### config.mk
export PLATFORM = sky130hd
export DESIGN_NAME = dac_seg_fe
export DESIGN_NICKNAME = d
export VERILOG_FILES = /design/src/rtl/dac_seg_fe_pkg.sv /design/src/rtl/dac_thermo_dec.sv /design/src/rtl/dac_lsb_dly.sv /design/src/rtl/dac_cell_drv.sv /design/src/rtl/dac_seg_fe.sv
export SDC_FILE = /design/constraint.sdc
export NUM_CORES = 1
export LEC_CHECK = 0
export CAP_MARGIN = 25
export CORE_MARGIN = 1
export CORE_UTILIZATION = 50
export CTS_CLUSTER_SIZE = 16
export DETAILED_ROUTE_END_ITERATION = 8
export PLACE_DENSITY = 0.76
export SLEW_MARGIN = 20
export SYNTH_ARGS = -nofsm -noshare
export SYNTH_HDL_FRONTEND = slang
export SYNTH_SLANG_ARGS = --single-unit
### constraint.sdc
create_clock -name clk_i -period 1.1 [get_ports clk_i]
set_clock_uncertainty 0.2 [all_clocks]
set_input_delay 0.22 -clock clk_i [delete_from_list [all_inputs] [get_ports clk_i]]
set_output_delay 0.22 -clock clk_i [all_outputs]
set_load 0.005 [all_outputs]
### src/rtl/dac_seg_fe_pkg.sv
package dac_seg_fe_pkg;

  // turn-on rank of 1-based position pos among n cells, centre first, alternating out
  function automatic int unsigned sym_rank(input int unsigned pos, input int unsigned n);
    int unsigned c;
    c = (n + 1) / 2;
    if (pos == c)     return 1;
    else if (pos < c) return 2 * (c - pos);
    else              return 2 * (pos - c) + 1;
  endfunction

endpackage

### src/rtl/dac_thermo_dec.sv
module dac_thermo_dec #(
  parameter int unsigned MSB_W = 5,
  localparam int unsigned N    = (1 << MSB_W) - 1
) (
  input  logic             clk_i,
  input  logic             rst_ni,
  input  logic [MSB_W-1:0] field_i,
  output logic [N-1:0]     en_o
);
  import dac_seg_fe_pkg::*;

  logic [N-1:0] dec;
  logic [N-1:0] en_q;

  for (genvar i = 0; i < N; i++) begin : g_cell
    localparam int unsigned RANK = sym_rank(i + 1, N);
    assign dec[i] = (32'(field_i) >= RANK);
  end

  always_ff @(posedge clk_i or negedge rst_ni) begin
    if (!rst_ni) en_q <= '0;
    else         en_q <= dec;
  end

  assign en_o = en_q;

endmodule

### src/rtl/dac_lsb_dly.sv
module dac_lsb_dly #(
  parameter int unsigned W      = 3,
  parameter int unsigned STAGES = 1
) (
  input  logic         clk_i,
  input  logic         rst_ni,
  input  logic [W-1:0] d_i,
  output logic [W-1:0] q_o
);
  logic [W-1:0] pipe_q [STAGES];

  for (genvar s = 0; s < STAGES; s++) begin : g_stg
    if (s == 0) begin : g_first
      always_ff @(posedge clk_i or negedge rst_ni) begin
        if (!rst_ni) pipe_q[0] <= '0;
        else         pipe_q[0] <= d_i;
      end
    end else begin : g_next
      always_ff @(posedge clk_i or negedge rst_ni) begin
        if (!rst_ni) pipe_q[s] <= '0;
        else         pipe_q[s] <= pipe_q[s-1];
      end
    end
  end

  assign q_o = pipe_q[STAGES-1];

endmodule

### src/rtl/dac_cell_drv.sv
module dac_cell_drv (
  input  logic clk_i,
  input  logic rst_ni,
  input  logic en_i,
  output logic on_o,
  output logic dump_o
);
  logic tgt_q;
  logic on_q;
  logic dump_q;

  // asserting side follows new target at once, releasing side lags one cycle
  always_ff @(posedge clk_i or negedge rst_ni) begin
    if (!rst_ni) begin
      tgt_q  <= 1'b0;
      on_q   <= 1'b0;
      dump_q <= 1'b1;
    end else begin
      tgt_q  <= en_i;
      on_q   <= en_i | tgt_q;
      dump_q <= ~en_i | ~tgt_q;
    end
  end

  assign on_o   = on_q;
  assign dump_o = dump_q;

endmodule

### src/rtl/dac_seg_fe.sv
module dac_seg_fe #(
  parameter int unsigned DATA_W = 8,
  parameter int unsigned MSB_W  = 5,
  localparam int unsigned LSB_W = DATA_W - MSB_W,
  localparam int unsigned N_UN  = (1 << MSB_W) - 1
) (
  input  logic              clk_i,
  input  logic              rst_ni,
  input  logic [DATA_W-1:0] code_i,
  output logic [N_UN-1:0]   unary_on_o,
  output logic [N_UN-1:0]   unary_dump_o,
  output logic [LSB_W-1:0]  bin_on_o,
  output logic [LSB_W-1:0]  bin_dump_o
);
  localparam int unsigned DEC_LAT = 1;

  logic [N_UN-1:0]  un_en;
  logic [LSB_W-1:0] bin_en;

  dac_thermo_dec #(.MSB_W(MSB_W)) u_dec (
    .clk_i   (clk_i),
    .rst_ni  (rst_ni),
    .field_i (code_i[DATA_W-1 -: MSB_W]),
    .en_o    (un_en)
  );

  dac_lsb_dly #(.W(LSB_W), .STAGES(DEC_LAT)) u_dly (
    .clk_i  (clk_i),
    .rst_ni (rst_ni),
    .d_i    (code_i[LSB_W-1:0]),
    .q_o    (bin_en)
  );

  for (genvar i = 0; i < N_UN; i++) begin : g_un
    dac_cell_drv u_cell (
      .clk_i  (clk_i),
      .rst_ni (rst_ni),
      .en_i   (un_en[i]),
      .on_o   (unary_on_o[i]),
      .dump_o (unary_dump_o[i])
    );
  end

  for (genvar j = 0; j < LSB_W; j++) begin : g_bin
    dac_cell_drv u_cell (
      .clk_i  (clk_i),
      .rst_ni (rst_ni),
      .en_i   (bin_en[j]),
      .on_o   (bin_on_o[j]),
      .dump_o (bin_dump_o[j])
    );
  end

endmodule

==> key figures, run 1 <==
Status
  • Status: complete, but fails checks
  • Failing checks: negative hold slack, negative setup slack

Synthesis
  • Sequential-to-total area share from yosys stat: 0.754
  • Syn_area_per_cell: ~14 um^2
  • Yosys cell types: 22
  • Top cells by area, synth: dfrtp_1 56%, dfstp_2 20%, buf_4 11%, or2_2 4.7%, nand2_1 3.6%
  • Yosys reg bits: roughly 140
  • Syn_nets: about 340
  • Cells after synthesis: roughly 330
  • Synth warn: 0
  • Post-synth top area share: 0.559
  • Post-synth top area cell: dfrtp_1
  • Post-Syn Area: 4570 um^2

Worst setup path
  • R2R Setup Slk: about 90 ps
  • WP data required: 680 ps
  • Type of origin of the critical path: flop
  • RR Startpoint: g_un[13].u_cell.tgt_q
  • Setup crit end: unary_dump_o[19]
  • Delay-heaviest family, CP: flip-flops
  • Arr. time, crit path: around 1100 ps
  • Critical path depth: 1
  • CP max stage delay: between 500 and 600 ps
  • Crit path buf inv count: 1
  • Slowest CP cell: dfstp_2
  • Reg2Reg Depth: 1
  • Worst-path cell chain: buf_2
  • Worst Setup End Kind: output port
  • Critical R2R Capture: g_un[13].u_cell.on_o
  • WS Path Type: flop to output port
  • Max FO, Critical Path: 1
  • Crit path launch: g_un[19].u_cell.dump_o

Floorplan
  • Initial Util: 0.521
  • Die X: 97.6 um
  • Rows: 34
  • Die area: 9520 um^2
  • Core Region: between 8000 and 9000 um^2
  • I/O pins: about 80
  • Die Y: between 90 and 100 um

Placed design
  • GP Congestion: around 0.71
  • DP Area: roughly 5000 um^2
  • Port buffer count: 77
  • Pre-CTS WS: -390 ps
  • Detailed Place HPWL: approximately 4400 um

Layout
  • Final nets: between 300 and 400
  • Fill cells: approximately 640
  • Footprint of the multi-input gates: between 500 and 600 um^2
  • Share of layout cells above drive strength 1: 0.490
  • Design area: about 5600 um^2
  • FF+latch area: 3450 um^2
  • Commonest non-fill, non-tap cells in the layout: 102 x dfrtp_1, 51 x buf_2, 44 x nand2_1
  • Ant. Diodes: 0
  • P&R area growth vs syn: 21.8%
  • Leading cell type in the layout, fill and taps excluded: dfrtp_1

Detailed routing
  • Initial drt markers: 60
  • Routed vias: roughly 2200
  • Vias per Instance: 4.46
  • First-pass DRT Iterations: 4
  • WL/cell: approximately 14 um
  • Routed Antenna Nets: 0
  • Post-Route WL: 6800 um
  • DRC Markers: 0

Clock network
  • Number of CTS-inserted buffers: 17
  • Root Buffer: clkbuf_8
  • Setup bufs post-CTS: 0
  • Max Buffers Root-to-Sink: 2
  • Clock sinks: between 100 and 150
  • Worst skew pair latency: roughly 500 ps
  • H-tree levels: 4
  • CTS tree: yes
  • Post-CTS Hold Buffers: 4
  • CTS clk-pin slew, worst paths: about 60 ps

STA
  • Slew margin rel.: 0.813
  • Final setup fails: 68
  • Slew Viols, Final: 0
  • Worst Tran Pin Value: approximately 280 ps
  • Final period utilization: 1.41
  • Post-layout min period: ~1600 ps
  • Setup ws final: -452 ps
  • Hold WS: -64.3 ps
  • RSZ-0062 raised after global routing: true
  • Hold Vio Cnt, Final: 13
  • Highest clock rate: between 600 and 700 MHz

Global route
  • Vias in the first global route: between 2000 and 2500
  • Grt total ovfl: 0
  • Initial antenna violation count: 0
  • First-pass GRT wire length: 11900 um
  • Largest net degree at the start of global routing: 32
  • Total Routing Usage GR: 0.168

Min path
  • HP Class: primary input to asynchronous set/reset pin

Power
  • Peak supply drop: ~0.0013 V
  • Power per Cell Area: ~2200 nW/um^2
  • Lkg Pwr: 0.00254 uW

Run
  • Max cap viols: 0
-- metal layers --
metal	part of all wire	global-route usage	wire length (um)
met4	0.013	0.0781	90
met3	0.057	0.0612	387
met1	0.41	0.198	2770
met5	0	0	0
met2	0.52	0.276	3560
-- synthesized netlist by cell type --
cell type / instances
nand3_1: 2
clkbuf_2: 2
buf_4: 69
or2_2: 34
nand2b_1: 3
a31o_2: 1
and2_1: 1
inv_1: 4
nor2_1: 10
a21oi_1: 4
dfstp_2: 34
o31a_1: 1
nand2_1: 44
o21bai_1: 2
dfrtp_1: 102
o21ai_0: 4
buf_2: 1
nor3_1: 2
a21boi_0: 2
nor2b_1: 2
clkbuf_1: 1
buf_6: 1
-- how the worst min path moves through the flow --
stage / start / endpoint / slack (ps) / depth (start not counted)
final: rst_ni / u_dec.en_o[9] / -60 / 2
after global routing: rst_ni / g_un[9].u_cell.tgt_q / -60 / 2
after CTS: rst_ni / u_dec.en_o[5] / -90 / 2
after detailed placement: rst_ni / u_dec.en_o[9] / -110 / 1
after global placement: rst_ni / g_un[5].u_cell.on_o / -110 / 1
after floorplan: rst_ni / g_bin[0].u_cell.on_o / -280 / 0
-- where the power goes --
group | total [uW] | switching (uW) | internal [uW]
combinational | 577 | 278 | 299
clock | 6050 | 1960 | 4090
sequential | 5440 | 120 | 5320
total | 12100 | 2360 | 9710
-- registers in the layout (all words and copies together), names as in the netlist --
register             flops
g_bin.u_cell.dump_o      3
g_bin.u_cell.on_o        3
g_bin.u_cell.tgt_q       3
g_un.u_cell.dump_o      31
g_un.u_cell.on_o        31
g_un.u_cell.tgt_q       31
u_dec.en_o              31
u_dly.q_o                3
-- what timing repair did --
action,in CTS,in global routing
hold endpoints to repair,139,13
endpoints found under the setup margin,68,68
gates resized for setup,278,10
-- final cells by class --
type / count / area share
Sequential cell: 136 / 0.619
Timing Repair Buffer: 100 / 0.136
Multi-Input combinational cell: 112 / 0.101
Clock buffer: 21 / 0.0825
Clock inverter: 11 / 0.0346
Tap cell: 108 / 0.0243
Inverter: 4 / 0.00270
-- per-stage QoR --
stage | setup TNS, ps | power (uW) | util | cells
2_1_floorplan | 0 | 5830 | - | 326
3_3_place_gp | -23940 | 6150 | 0.583 | 456
3_5_place_dp | -24590 | 6180 | 0.583 | 456
4_1_cts | -27560 | 12200 | 0.628 | 492
5_1_grt | -27990 | 12600 | 0.635 | 492
6_report | -24890 | 12100 | 0.635 | 492
-- logic make-up (layout without fill, tap and decap cells) --
logic type             Yosys count  after routing  synth area share
flip-flops                     136            136             0.754
AND/OR/NAND/NOR                 98             98             0.104
buffers and inverters           78            136             0.123
AO/OA/AOI/OAI                   14             14            0.0192
(Power assumes the default switching activity.)
==> inputs of run 2 (changes only) <==
- TNS_END_PERCENT: default -> 50
==> key figures, run 2 (synthesized netlist as in run 1, its figures left out) <==
Floorplan
  • Die Y: 97.6 um
  • Initial Util: 0.521
  • Core Region: slightly below 9000 um^2
  • Die area: ~9500 um^2
  • I/O pins: ~80
  • Die X: between 90 and 100 um
  • Rows: 34

Global route
  • Vias in the first global route: between 2000 and 2500
  • Largest net degree at the start of global routing: 32
  • Total Routing Usage GR: 0.168
  • Initial antenna violation count: 0
  • Grt total ovfl: 0
  • First-pass GRT wire length: roughly 12000 um

Detailed routing
  • Routed Antenna Nets: 0
  • Routed vias: around 2200
  • WL/cell: roughly 14 um
  • DRC Markers: 0
  • First-pass DRT Iterations: 4
  • Vias per Instance: roughly 4.5
  • Initial drt markers: 44
  • Post-Route WL: 6800 um

Clock network
  • Post-CTS Hold Buffers: 4
  • CTS clk-pin slew, worst paths: about 60 ps
  • Worst skew pair latency: 500 ps
  • Max Buffers Root-to-Sink: 2
  • H-tree levels: 4
  • Clock sinks: ~140
  • CTS tree: yes
  • Setup bufs post-CTS: 0
  • Number of CTS-inserted buffers: 17
  • Root Buffer: clkbuf_8

Worst setup path
  • Slowest CP cell: dfstp_2
  • Crit path buf inv count: 1
  • Worst-path cell chain: buf_2
  • CP max stage delay: 530 ps
  • Max FO, Critical Path: 1
  • Critical R2R Capture: g_un[13].u_cell.on_o
  • Arr. time, crit path: 1140 ps
  • Delay-heaviest family, CP: flip-flops
  • R2R Setup Slk: 90 ps
  • Type of origin of the critical path: flop
  • WS Path Type: flop to output port
  • Reg2Reg Depth: 1
  • WP data required: ~680 ps
  • Worst Setup End Kind: output port
  • RR Startpoint: g_un[13].u_cell.tgt_q

Placed design
  • Port buffer count: just under 80
  • Detailed Place HPWL: between 4000 and 5000 um
  • Pre-CTS WS: -390 ps
  • GP Congestion: 0.709

STA
  • Hold WS: -64.7 ps
  • Setup ws final: -455 ps
  • Final period utilization: 1.41
  • Highest clock rate: between 600 and 700 MHz
  • Slew Viols, Final: 0
  • Slew margin rel.: 0.813
  • Worst Tran Pin Value: ~280 ps
  • Final setup fails: between 60 and 70
  • RSZ-0062 raised after global routing: true
  • Post-layout min period: roughly 1600 ps
  • Hold Vio Cnt, Final: 13
  • Fin Setup TNS: -24620 ps

Layout
  • Leading cell type in the layout, fill and taps excluded: dfrtp_1
  • Ant. Diodes: 0
  • Fill cells: between 600 and 700
  • P&R area growth vs syn: 21.8%
  • Share of layout cells above drive strength 1: 0.490
  • Commonest non-fill, non-tap cells in the layout: 102 x dfrtp_1, 44 x nand2_1, 34 x or2_2, 34 x dfstp_2, 30 x clkbuf_2
  • Final nets: 381

Min path
  • HP Class: primary input to asynchronous set/reset pin

Power
  • Final Power: 12100 uW
  • Lkg Pwr: 0.00256 uW
  • Peak supply drop: between 0.001 and 0.0015 V
  • Power per Cell Area: 2170 nW/um^2

Status
  • Failing checks: negative hold slack, negative setup slack
  • Status: complete, but fails checks

Run
  • Max cap viols: 0
## run 2: worst max-delay path by stage
stage / from / end / cells past startpoint
floorplan: code_i[6] / u_dec.en_o[14] / 3
global placement: code_i[3] / u_dec.en_o[26] / 3
detailed placement: code_i[5] / u_dec.en_o[24] / 4
CTS: g_un[19].u_cell.dump_o / unary_dump_o[19] / 1
global route: g_un[19].u_cell.dump_o / unary_dump_o[19] / 1
finish: g_un[19].u_cell.dump_o / unary_dump_o[19] / 1
## run 2: metrics by stage
step / instance area (um^2) / util / cells
after floorplan: 4570 / - / 326
after global placement: 5110 / 0.583 / 456
after detailed placement: 5110 / 0.583 / 456
after CTS: 5650 / 0.645 / 492
after global routing: 5570 / 0.635 / 492
final: 5570 / 0.635 / 492
## run 2: timing repair
action / 4_1_cts / 5_1_grt
endpoints found under the setup margin: 68 / 68
gates resized for setup: 218 / 40
endpoints found under the hold margin: 139 / 13
## run 2: final cells by class
class,count,area (um^2),share of cell area
clock inverter,11,193,0.0346
clock buffer,21,459,0.0825
sequential,136,3450,0.619
inverter,4,15.0,0.00270
multi-input combinational,112,561,0.101
tap,108,135,0.0243
timing repair buffer,100,758,0.136
## run 2: power by group
group | total (uW) | internal, uW | switching, uW | leakage [uW]
sequential | 5440 | 5320 | 123 | 0.00150
clock | 6050 | 4090 | 1960 | 0.000315
combinational | 576 | 298 | 278 | 0.000738
## run 2: per-layer routing
layer,GRT usage,share of wire,vias up
met1,0.196,0.40,1105
met3,0.0619,0.056,6
met5,0,0,-
met2,0.276,0.53,63
met4,0.0781,0.012,0
li1,-,-,1029
